--- src/rtl/gpio_evt_pkg.sv ---
package gpio_evt_pkg;

    localparam int SEL_W = 3;

    typedef enum logic [SEL_W-1:0] {
        EV_FALL = 3'd0,
        EV_RISE = 3'd1,
        EV_BOTH = 3'd2,
        EV_LOW  = 3'd3,
        EV_HIGH = 3'd4
    } evt_kind_e;

    typedef struct packed {
        logic armed;
        logic prev;
        logic cur;
    } line_smp_t;

    // Decide whether one line's sample pair matches its selected event.
    function automatic logic evt_match(logic [SEL_W-1:0] sel, line_smp_t s);
        logic hit;
        hit = 1'b0;
        case (sel)
            EV_FALL: hit = s.armed & s.prev & ~s.cur;
            EV_RISE: hit = s.armed & ~s.prev & s.cur;
            EV_BOTH: hit = s.armed & (s.prev ^ s.cur);
            EV_LOW:  hit = ~s.cur;
            EV_HIGH: hit = s.cur;
            default: hit = 1'b0;
        endcase
        return hit;
    endfunction

endpackage

--- src/rtl/gpio_evt_detect.sv ---
module gpio_evt_detect
    import gpio_evt_pkg::*;
#(
    parameter int N_LINES = 32
) (
    input  logic                     clk,
    input  logic                     rst,
    input  logic [N_LINES-1:0]       line_in,
    input  logic [N_LINES*SEL_W-1:0] evt_sel,
    output logic [N_LINES-1:0]       evt_hit
);
    logic [N_LINES-1:0] prev_q;
    logic               armed_q;

    always_ff @(posedge clk) begin
        if (rst) begin
            prev_q  <= '0;
            armed_q <= 1'b0;
        end else begin
            prev_q  <= line_in;
            armed_q <= 1'b1;
        end
    end

    for (genvar i = 0; i < N_LINES; i++) begin : g_line
        line_smp_t smp;
        always_comb begin
            smp.armed = armed_q;
            smp.prev  = prev_q[i];
            smp.cur   = line_in[i];
        end
        assign evt_hit[i] = evt_match(evt_sel[i*SEL_W +: SEL_W], smp);
    end
endmodule

--- src/rtl/gpio_evt_status.sv ---
module gpio_evt_status #(
    parameter int N_LINES = 32
) (
    input  logic               clk,
    input  logic               rst,
    input  logic [N_LINES-1:0] evt_hit,
    input  logic               stat_rd,
    output logic [N_LINES-1:0] stat_q
);
    logic [N_LINES-1:0] keep;

    assign keep = stat_rd ? '0 : stat_q;

    always_ff @(posedge clk) begin
        if (rst) stat_q <= '0;
        else     stat_q <= keep | evt_hit;
    end
endmodule

--- src/rtl/gpio_evt_mask.sv ---
module gpio_evt_mask #(
    parameter int N_LINES = 32
) (
    input  logic               clk,
    input  logic               rst,
    input  logic               en_wr,
    input  logic [N_LINES-1:0] en_data,
    input  logic               dis_wr,
    input  logic [N_LINES-1:0] dis_data,
    output logic [N_LINES-1:0] mask_q
);
    logic [N_LINES-1:0] set_v, clr_v;

    assign set_v = en_wr  ? en_data  : '0;
    assign clr_v = dis_wr ? dis_data : '0;

    always_ff @(posedge clk) begin
        if (rst) mask_q <= '0;
        else     mask_q <= (mask_q | set_v) & ~clr_v;
    end
endmodule

--- src/rtl/gpio_evt_irq_bank.sv ---
module gpio_evt_irq_bank
    import gpio_evt_pkg::*;
#(
    parameter int N_LINES = 32
) (
    input  logic                     clk,
    input  logic                     rst,
    input  logic [N_LINES-1:0]       line_in,
    input  logic [N_LINES*SEL_W-1:0] evt_sel,
    input  logic                     en_wr,
    input  logic [N_LINES-1:0]       en_data,
    input  logic                     dis_wr,
    input  logic [N_LINES-1:0]       dis_data,
    input  logic                     stat_rd,
    output logic [N_LINES-1:0]       stat_q,
    output logic [N_LINES-1:0]       mask_q,
    output logic                     irq_o
);
    logic [N_LINES-1:0] evt_hit;

    gpio_evt_detect #(.N_LINES(N_LINES)) u_detect (
        .clk     (clk),
        .rst     (rst),
        .line_in (line_in),
        .evt_sel (evt_sel),
        .evt_hit (evt_hit)
    );

    gpio_evt_status #(.N_LINES(N_LINES)) u_status (
        .clk     (clk),
        .rst     (rst),
        .evt_hit (evt_hit),
        .stat_rd (stat_rd),
        .stat_q  (stat_q)
    );

    gpio_evt_mask #(.N_LINES(N_LINES)) u_mask (
        .clk      (clk),
        .rst      (rst),
        .en_wr    (en_wr),
        .en_data  (en_data),
        .dis_wr   (dis_wr),
        .dis_data (dis_data),
        .mask_q   (mask_q)
    );

    assign irq_o = |(stat_q & mask_q);
endmodule

--- config.mk ---
export PLATFORM = sky130hd
export DESIGN_NAME = gpio_evt_irq_bank
export DESIGN_NICKNAME = d
export VERILOG_FILES = /design/src/rtl/gpio_evt_pkg.sv /design/src/rtl/gpio_evt_detect.sv /design/src/rtl/gpio_evt_status.sv /design/src/rtl/gpio_evt_mask.sv /design/src/rtl/gpio_evt_irq_bank.sv
export SDC_FILE = /design/constraint.sdc
export NUM_CORES = 1
export LEC_CHECK = 0
export BUFFER_PORTS_ARGS = -buffer_cell sky130_fd_sc_hd__buf_2
export CAP_MARGIN = 30
export CORE_MARGIN = 4
export CORE_UTILIZATION = 50
export DETAILED_ROUTE_END_ITERATION = 16
export PLACE_DENSITY_LB_ADDON = 0.12
export SLEW_MARGIN = 25
export SYNTH_ARGS = -nofsm -noshare
export SYNTH_HDL_FRONTEND = slang
export SYNTH_SLANG_ARGS = --single-unit
--- constraint.sdc ---
create_clock -name clk -period 3.7 [get_ports clk]
set_clock_uncertainty 0.15 [all_clocks]
set_input_delay 0.74 -clock clk [delete_from_list [all_inputs] [get_ports clk]]
set_output_delay 0.74 -clock clk [all_outputs]
set_load 0.03 [all_outputs]
---- After elaboration in Yosys (flattened, before gate mapping) ----
Cells that the tools add are included.
storage, ports and cells
  memory bits (read-only) ................. 0
  memory bits (writable) .................. 0
  register bits ........................... 97
  input port bits ......................... 197
  logic and storage cells ................. 462
  memories ................................ 0
  output and inout port bits .............. 65
  bits in latches ......................... 0
operators by class
  divide/modulo/power cells ............... 0
  $mul .................................... 0
  equal/unequal tests ..................... 128
  magnitude comparators ................... 0
  shift operators ......................... 0
  add/sub/neg operators ................... 0
  reduce and logical (&&, ||, !) cells .... 33
  muxes and demuxes ....................... 36
  bitwise operators ....................... 261
operators with widths
  operator              number
  $eq A3 B2 Y1 const B  64
  $and A1 B1 Y1         160
  $pmux W1 S5           32
  $eq A3 B1 Y1 const B  32
  $eq A3 B3 Y1 const B  32
  $logic_not A3 Y1      32
  $mux W32              3
  $and A32 B32 Y32      2
  $not A1 Y1            64
  $or A32 B32 Y32       2
  $not A32 Y32          1
  $reduce_or A32 Y1     1
  $xor A1 B1 Y1         32
  $mux W1               1

---- Depth between registers and ports, before layout ----
Gate-level depths: netlist (run 1).
  depth in word-level cells ............... 5
  depth in mapped cells ................... 6
  depth with buffers taken out ............ 3

---- By module ----
From an unflattened synthesis (run 1), not the netlist that was laid out.
unflattened totals
  cells, all modules ...................... 625
  area, all modules ....................... 5725.5 µm²
by module, submodules not included
  module             area each (µm²)  cells an instance  seq. area each (µm²)  times used
  gpio_evt_detect    3161.8           365                660.6                 1
  gpio_evt_mask      1255.0           105                640.6                 1
  gpio_evt_status    1151.1           134                640.6                 1
  gpio_evt_irq_bank  157.7            21                 0.0                   1

---- Least setup slack after synthesis (run 1) ----
Ideal clock, no wire load.
  path kind ............................... register -> output
  start point ............................. register u_status.stat_q[15]
  end point ............................... output port irq_o
  data required time ...................... 2.810 ns
  path slack .............................. 1.420 ns
  arrival ................................. 1.390 ns
  stages on the path, launching flop included .. 4
  path buffers ............................ 0
  cell sequence ........................... dfxtp_1 a22oi_1 nand4_1 or4_1
on the way
  word-level cells in the longest chain between the ends .. 2
ends and longest elaborated chain
  what                    RTL line                 source
  start, declared         gpio_evt_status.sv:8     output logic [N_LINES-1:0] stat_q
  start signal, assigned  gpio_evt_status.sv:16    else stat_q <= keep | evt_hit;
  $and A32 B32 Y32        gpio_evt_irq_bank.sv:47  assign irq_o = |(stat_q & mask_q);
  $reduce_or A32 Y1       gpio_evt_irq_bank.sv:47
  end, declared           gpio_evt_irq_bank.sv:17  output logic irq_o
Every way passes these cells.

---- Worst setup path in the final report (run 1) ----
  start point ............................. register u_status.stat_q[11]
  end point ............................... output port irq_o
The elaborated chain is that of the path after synthesis.

==> results of run 1 <==
layout make-up:
type	count	area [sq um]	share of cell area (%)
diodes	1	2.502	0.03664
well taps	136	170.2	2.492
inverters	34	127.6	1.869
clock buffers	9	123.9	1.814
multi-input cells	438	3057	44.76
clock inverters	6	45.04	0.6596
repair buffers	268	1361	19.93
flip-flops and latches	97	1942	28.44
report_power, final:
part	leakage [uW]	internal [uW]	switching [uW]
clock network	0.0000777	243	386
logic	0.00213	228	335
registers	0.000801	1110	55.0
total	0.00301	1580	777
flip-flops by register name, indices dropped and copies added (netlist names):
register / count
u_mask.mask_q: 32
u_detect.armed_q: 1
u_detect.prev_q: 32
u_status.stat_q: 32
placed cells by master, fill, tap and decap left out:
cell          n
clkbuf_8      9
nand4_1       4
nand2_1      32
o221ai_1     32
dfxtp_1      97
a22oi_2       1
nor2_1       32
a21oi_1      96
a22oi_1      15
clkinv_2      1
o2111ai_1    32
diode_2       1
clkinvlp_4    3
a211oi_1     32
and4bb_2      1
nor4bb_1     95
nor2b_4       1
inv_1        34
clkinv_4      1
or4_1         1
nor2b_1      64
buf_2       260
inv_6         1
buf_4         8
layer usage:
| layer | wire length, microns | GRT usage (%) | vias up |
|---|---|---|---|
| li1 | - | - | 2845 |
| met1 | 7782 | 36.37 | 2842 |
| met2 | 9454 | 51.46 | 315 |
| met3 | 1696 | 7.014 | 46 |
| met4 | 499 | 11.41 | 0 |
| met5 | 0 | 0 | - |
through the flow:
step | power [uW] | instances | hold WS, ns
floorplan | 1472 | 599 | 0.4196
global placement | 1722 | 973 | 0.3651
detailed placement | 1740 | 973 | 0.3702
CTS | 2356 | 988 | 0.3834
global route | 2464 | 989 | 0.3781
finish | 2355 | 989 | 0.3813
cell usage after synthesis, drive strengths merged:
library cell and number:
dfxtp 97, a21oi 96, nor4bb 95, nor2b 65
inv 34, a211oi 32, nand2 32, nor2 32
o2111ai 32, o221ai 32, clkbuf 18, a22oi 16
buf 12, nand4 4, and4bb 1, or4 1
final timing paths:
path	end	slack (ns)
setup / recovery	irq_o	0.83
hold / removal	u_mask.mask_q[2]	0.38
setup reg to reg	u_status.stat_q[21]	2.09
hold reg to reg	u_mask.mask_q[2]	0.38
kinds of logic (layout without fill, tap and decap cells):
| family | after synthesis | in the layout | share of synthesized area (%) |
|---|---|---|---|
| AND/OR/NAND/NOR | 230 | 230 | 31.27 |
| AO/OA/AOI/OAI | 208 | 208 | 26.77 |
| flip-flops | 97 | 97 | 36.96 |
| buffers and inverters | 64 | 317 | 5.001 |
| other | 0 | 1 | 0 |
critical path: stages (launching register included):
cell and delay (ns):
dfxtp_1 0.33, a22oi_1 0.28, nand4_1 0.19, or4_1 0.61, buf_2 0.22
==> impl_metrics.csv, run 1 <==
group,metric,value,unit
timing,worstMarginPinSlew,0.8332,ns
timing,grt_setup_unrepaired,"no",
worst_setup_path,crit_arrival,1.98,ns
routing,drc,0,
timing,min_period,2.873,ns
routing,wl_per_cell,19.65,microns
layout,area_delta_synth_final,29.98,%
yosys,yosysTopAreaCell,"dfxtp_1",
outcome,status,"finished clean",
timing,relSlewSlack,44.46,%
floorplanning,initial_utilization,51.12,%
timing,setup_violations,0,
cts,cts.sinks,97,
power,power_density,344.8,mW/mm^2
place,dp_slack,1.196,ns
layout,layout-drive-gt1-share,33.57,%
yosys,seq_area_frac_synth,36.96,%
worst_setup_path,critPathMaxFanout,3,
cts,cts_tree,"yes",
timing,setup_tns,0,ns
floorplanning,die_h,110.5,microns
yosys,syn_area,0.005254,sq mm
timing,timing.final.ws_setup,0.8268,ns
timing,final-hold-violation-count,0,
yosys,yosys_warnings,0,
worst_setup_path,critPathLaunch,"u_status.stat_q[11]",
place,gp_congestion,0.9107,
layout,nFillCells,915,
place,port_buffers,261,
yosys,synth-seq-cells,97,
place,hpwl,14590,microns
routing,dr_total_vias,6048,
min_path,min_delay_path_depth,2,
yosys,ys_types,18,
grt,grt_pass1_wl,30190,microns
routing,first_pass_iters,7,
yosys,synth.area.top_cells,"dfxtp_1, nor4bb_1, a21oi_1",
worst_setup_path,cp-start-kind,"flop",
cts,clock_path_buffers,2,
power,peakVddDrop,0.0002407,V
layout,utilization,66.45,%
floorplanning,dieArea,0.01221,sq mm
routing,routed_wl,19430,microns
layout,finish.net_count,1045,
yosys,synth.net_count,796,
grt,antenna_found_initial,1,
routing,dr.first_iter.drc_count,390,
worst_setup_path,worstReg2RegStart,"u_detect.armed_q",
flow_run,maxCapViolCount,0,
worst_setup_path,critPathCaptureType,"output pin",
min_path,hold_path_class,"flop to flop",
timing,drv_slew,0,
floorplanning,rows,37,
yosys,synth_cells,599,
cts,cts_max_level,3,
floorplanning,io_pins,262,
grt,grt_max_degree,77,
place,dpl_cell_area,0.006658,sq mm
power,p_leak,0.003009,uW
worst_setup_path,rr_worst_depth,4,
timing,finalCritPeriodShare,77.66,%
grt,overflow,0,
cts,numCtsBuffers,9,
timing,clock.fmax,348.0,MHz
floorplanning,core_area,0.01028,sq mm
layout,final_area,0.006829,sq mm
worst_setup_path,cp.required,2.81,ns
cts,clk_pin_slew_worst_paths,0.10,ns
worst_setup_path,path_class,"flop to output pin",
routing,viasPerCell,6.115,
cts,cts_setup_buffers,0,
grt,grt_pass1_vias,5935,
cts,clock_latency,0.37,ns
grt,grt_usage,30.00,%
routing,drtAntennaViolNets,0,
yosys,synth.avg_cell_area,8.771,sq um
cts,holdBufCountCts,0,
cts,cts_resized,0,
yosys,synth_top_cell_area_share,36.96,%
min_path,hold_start,"u_mask.mask_q[2]",
floorplanning,die_w,110.5,microns
cts,cts_root_buffer,"clkbuf_8",
(Power assumes the default switching activity.)
==> run 2, diff against run 1 <==
CORE_UTILIZATION = 46   (was 50)
clock period = 2.99 ns   (was 3.7 ns; I/O delays follow)
==> impl_metrics.csv, run 2 (synthesis results as in run 1) <==
group,metric,value,unit
outcome,status,"finished clean",
power,peakVddDrop,0.0002853,V
grt,grt.met3_usage,6.158,%
routing,dr_total_vias,5946,
routing,wl_per_cell,19.69,microns
cts,clock_latency,0.35,ns
power,p_leak,0.003079,uW
power,power_density,463.5,mW/mm^2
worst_setup_path,cp-start-kind,"flop",
grt,overflow,0,
timing,min_period,2.609,ns
layout,diodes,0,
floorplanning,io_pins,262,
floorplanning,die_h,114.9,microns
timing,final-hold-violation-count,0,
grt,antenna_found_initial,0,
worst_setup_path,cp.required,2.24,ns
cts,clock_path_buffers,2,
routing,drtAntennaViolNets,0,
worst_setup_path,path_cells,"a22oi_1 -> nand4_1 -> or4_1 -> buf_2",
layout,area_delta_synth_final,32.51,%
layout,finish.net_count,1048,
timing,setup_tns,0,ns
routing,dr.first_iter.drc_count,407,
layout,biggestRegsByFlops,"u_detect.prev_q: 32 flops, u_mask.mask_q: 32 flops, u_status.stat_q: 32 flops",
grt,grt_max_degree,65,
timing,clock.fmax,383.3,MHz
min_path,hold_path_class,"primary input to flop",
cts,numCtsBuffers,9,
worst_setup_path,path_class,"flop to output pin",
layout,regArea,0.001942,sq mm
timing,grt_setup_unrepaired,"no",
place,gp_congestion,0.9315,
cts,clk_pin_slew_worst_paths,0.07,ns
min_path,hold_start,"dis_data[30]",
worst_setup_path,critPathCaptureType,"output pin",
worst_setup_path,crit_arrival,1.86,ns
layout,final_cell_mix,"buf_2, dfxtp_1, a21oi_1",
layout,nFillCells,966,
cts,cts_root_buffer,"clkbuf_16",
routing,routed_wl,19570,microns
timing,worstMarginPinSlew,0.7180,ns
cts,holdBufCountCts,0,
place,port_buffers,261,
grt,grt_pass1_vias,5879,
power,swShare,29.97,%
grt,grt_pass1_wl,29680,microns
worst_setup_path,max_stage_delay,0.54,ns
grt,top_usage_layer,"met2",
routing,first_pass_iters,4,
worst_setup_path,critPathLaunch,"u_status.stat_q[11]",
grt,use_met1,35.51,%
grt,grt_usage,28.48,%
floorplanning,core_area,0.01103,sq mm
cts,cts_max_level,3,
cts,cts_resized,0,
layout,multi_input_area,0.003057,sq mm
worst_setup_path,worstReg2RegStart,"u_detect.armed_q",
cts,cts_tree,"yes",
flow_run,maxCapViolCount,0,
power,finalPower,3227,uW
worst_setup_path,slowest_stage,"or4_1",
floorplanning,dieArea,0.01320,sq mm
timing,relSlewSlack,52.14,%
power,combPwrFrac,21.7,%
grt,met2_usage,47.76,%
routing,viasPerCell,5.982,
floorplanning,initial_utilization,47.63,%
place,hpwl,14850,microns
worst_setup_path,critPathMaxFanout,3,
timing,setup_violations,0,
power,p_seq_share,44.5,%
cts,cts.sinks,97,
floorplanning,die_w,114.9,microns
timing,drv_slew,0,
routing,drc,0,
power,power.switching,967.1,uW
power,internal-power,2260,uW
cts,cts_setup_buffers,0,
power,clock_power_share,33.7,%
timing,finalCritPeriodShare,87.26,%
layout,final_common_cell,"buf_2",
floorplanning,rows,38,
layout,layout-drive-gt1-share,33.37,%
==> run 2: cell count changes in the layout (fill, tap and decap cells not counted) <==
cell,before,now
buf_12,0,1
clkbuf_1,0,3
clkinv_2,1,0
diode_2,1,0
clkinvlp_4,3,0
inv_6,1,0
clkbuf_16,0,9
clkbuf_8,9,2
buf_4,8,10
clkinv_4,1,0
==> run 2: area by class of cell <==
class | count | area share (%)
Inverter | 34 | 1.833
Tap cell | 140 | 2.516
Timing Repair Buffer | 271 | 20.06
Sequential cell | 97 | 27.89
Multi-Input combinational cell | 438 | 43.91
Clock buffer | 14 | 3.792
==> run 2: power by group through the flow <==
| stage | Sequential [uW] | Clock [uW] | Combinational (uW) |
|---|---|---|---|
| final | 1440 | 1090 | 701 |
| after global routing | 1450 | 1160 | 758 |
| after CTS | 1440 | 1100 | 698 |
| after detailed placement | 1460 | 0 | 695 |
| after global placement | 1460 | 0 | 679 |
| after floorplan | 1550 | 0 | 268 |
==> run 2: routing by layer <==
metal | up-vias | share of wire (%) | wire length [microns]
met2 | 243 | 49 | 9550
li1 | 2858 | - | -
met3 | 45 | 7.4 | 1457
met1 | 2800 | 41 | 7978
met4 | 0 | 3.0 | 582
met5 | - | 0 | 0
==> run 2: worst max-delay path, delay by kind of cell, from the launching register on <==
kind                   cells  cell delay, ns
buffers and inverters      1            0.20
AO/OA/AOI/OAI              1            0.26
AND/OR/NAND/NOR            2            0.72
flip-flops                 1            0.33
==> run 2: per-stage QoR <==
step                instances  worst slack (ns)  util (%)  hold WS, ns  area (sq um)
detailed placement        980            0.7588     60.72       0.3674          6698
global route              994            0.2571     63.11       0.2761          6962
floorplan                 599            0.8520         -       0.4196          5254
finish                    994            0.3808     63.11       0.2772          6962
global placement          980            0.7756     60.72       0.3652          6698
CTS                       994            0.3739     63.11       0.2725          6962
==> run 2: worst paths after layout <==
check                                            to  slack [ns]  depth (start not counted)
worst max-delay path                          irq_o        0.38                          4
worst max register to register  u_status.stat_q[11]        1.40                          5
worst min register to register    u_mask.mask_q[25]        0.38                          2
worst min-delay path              u_mask.mask_q[30]        0.28                          2
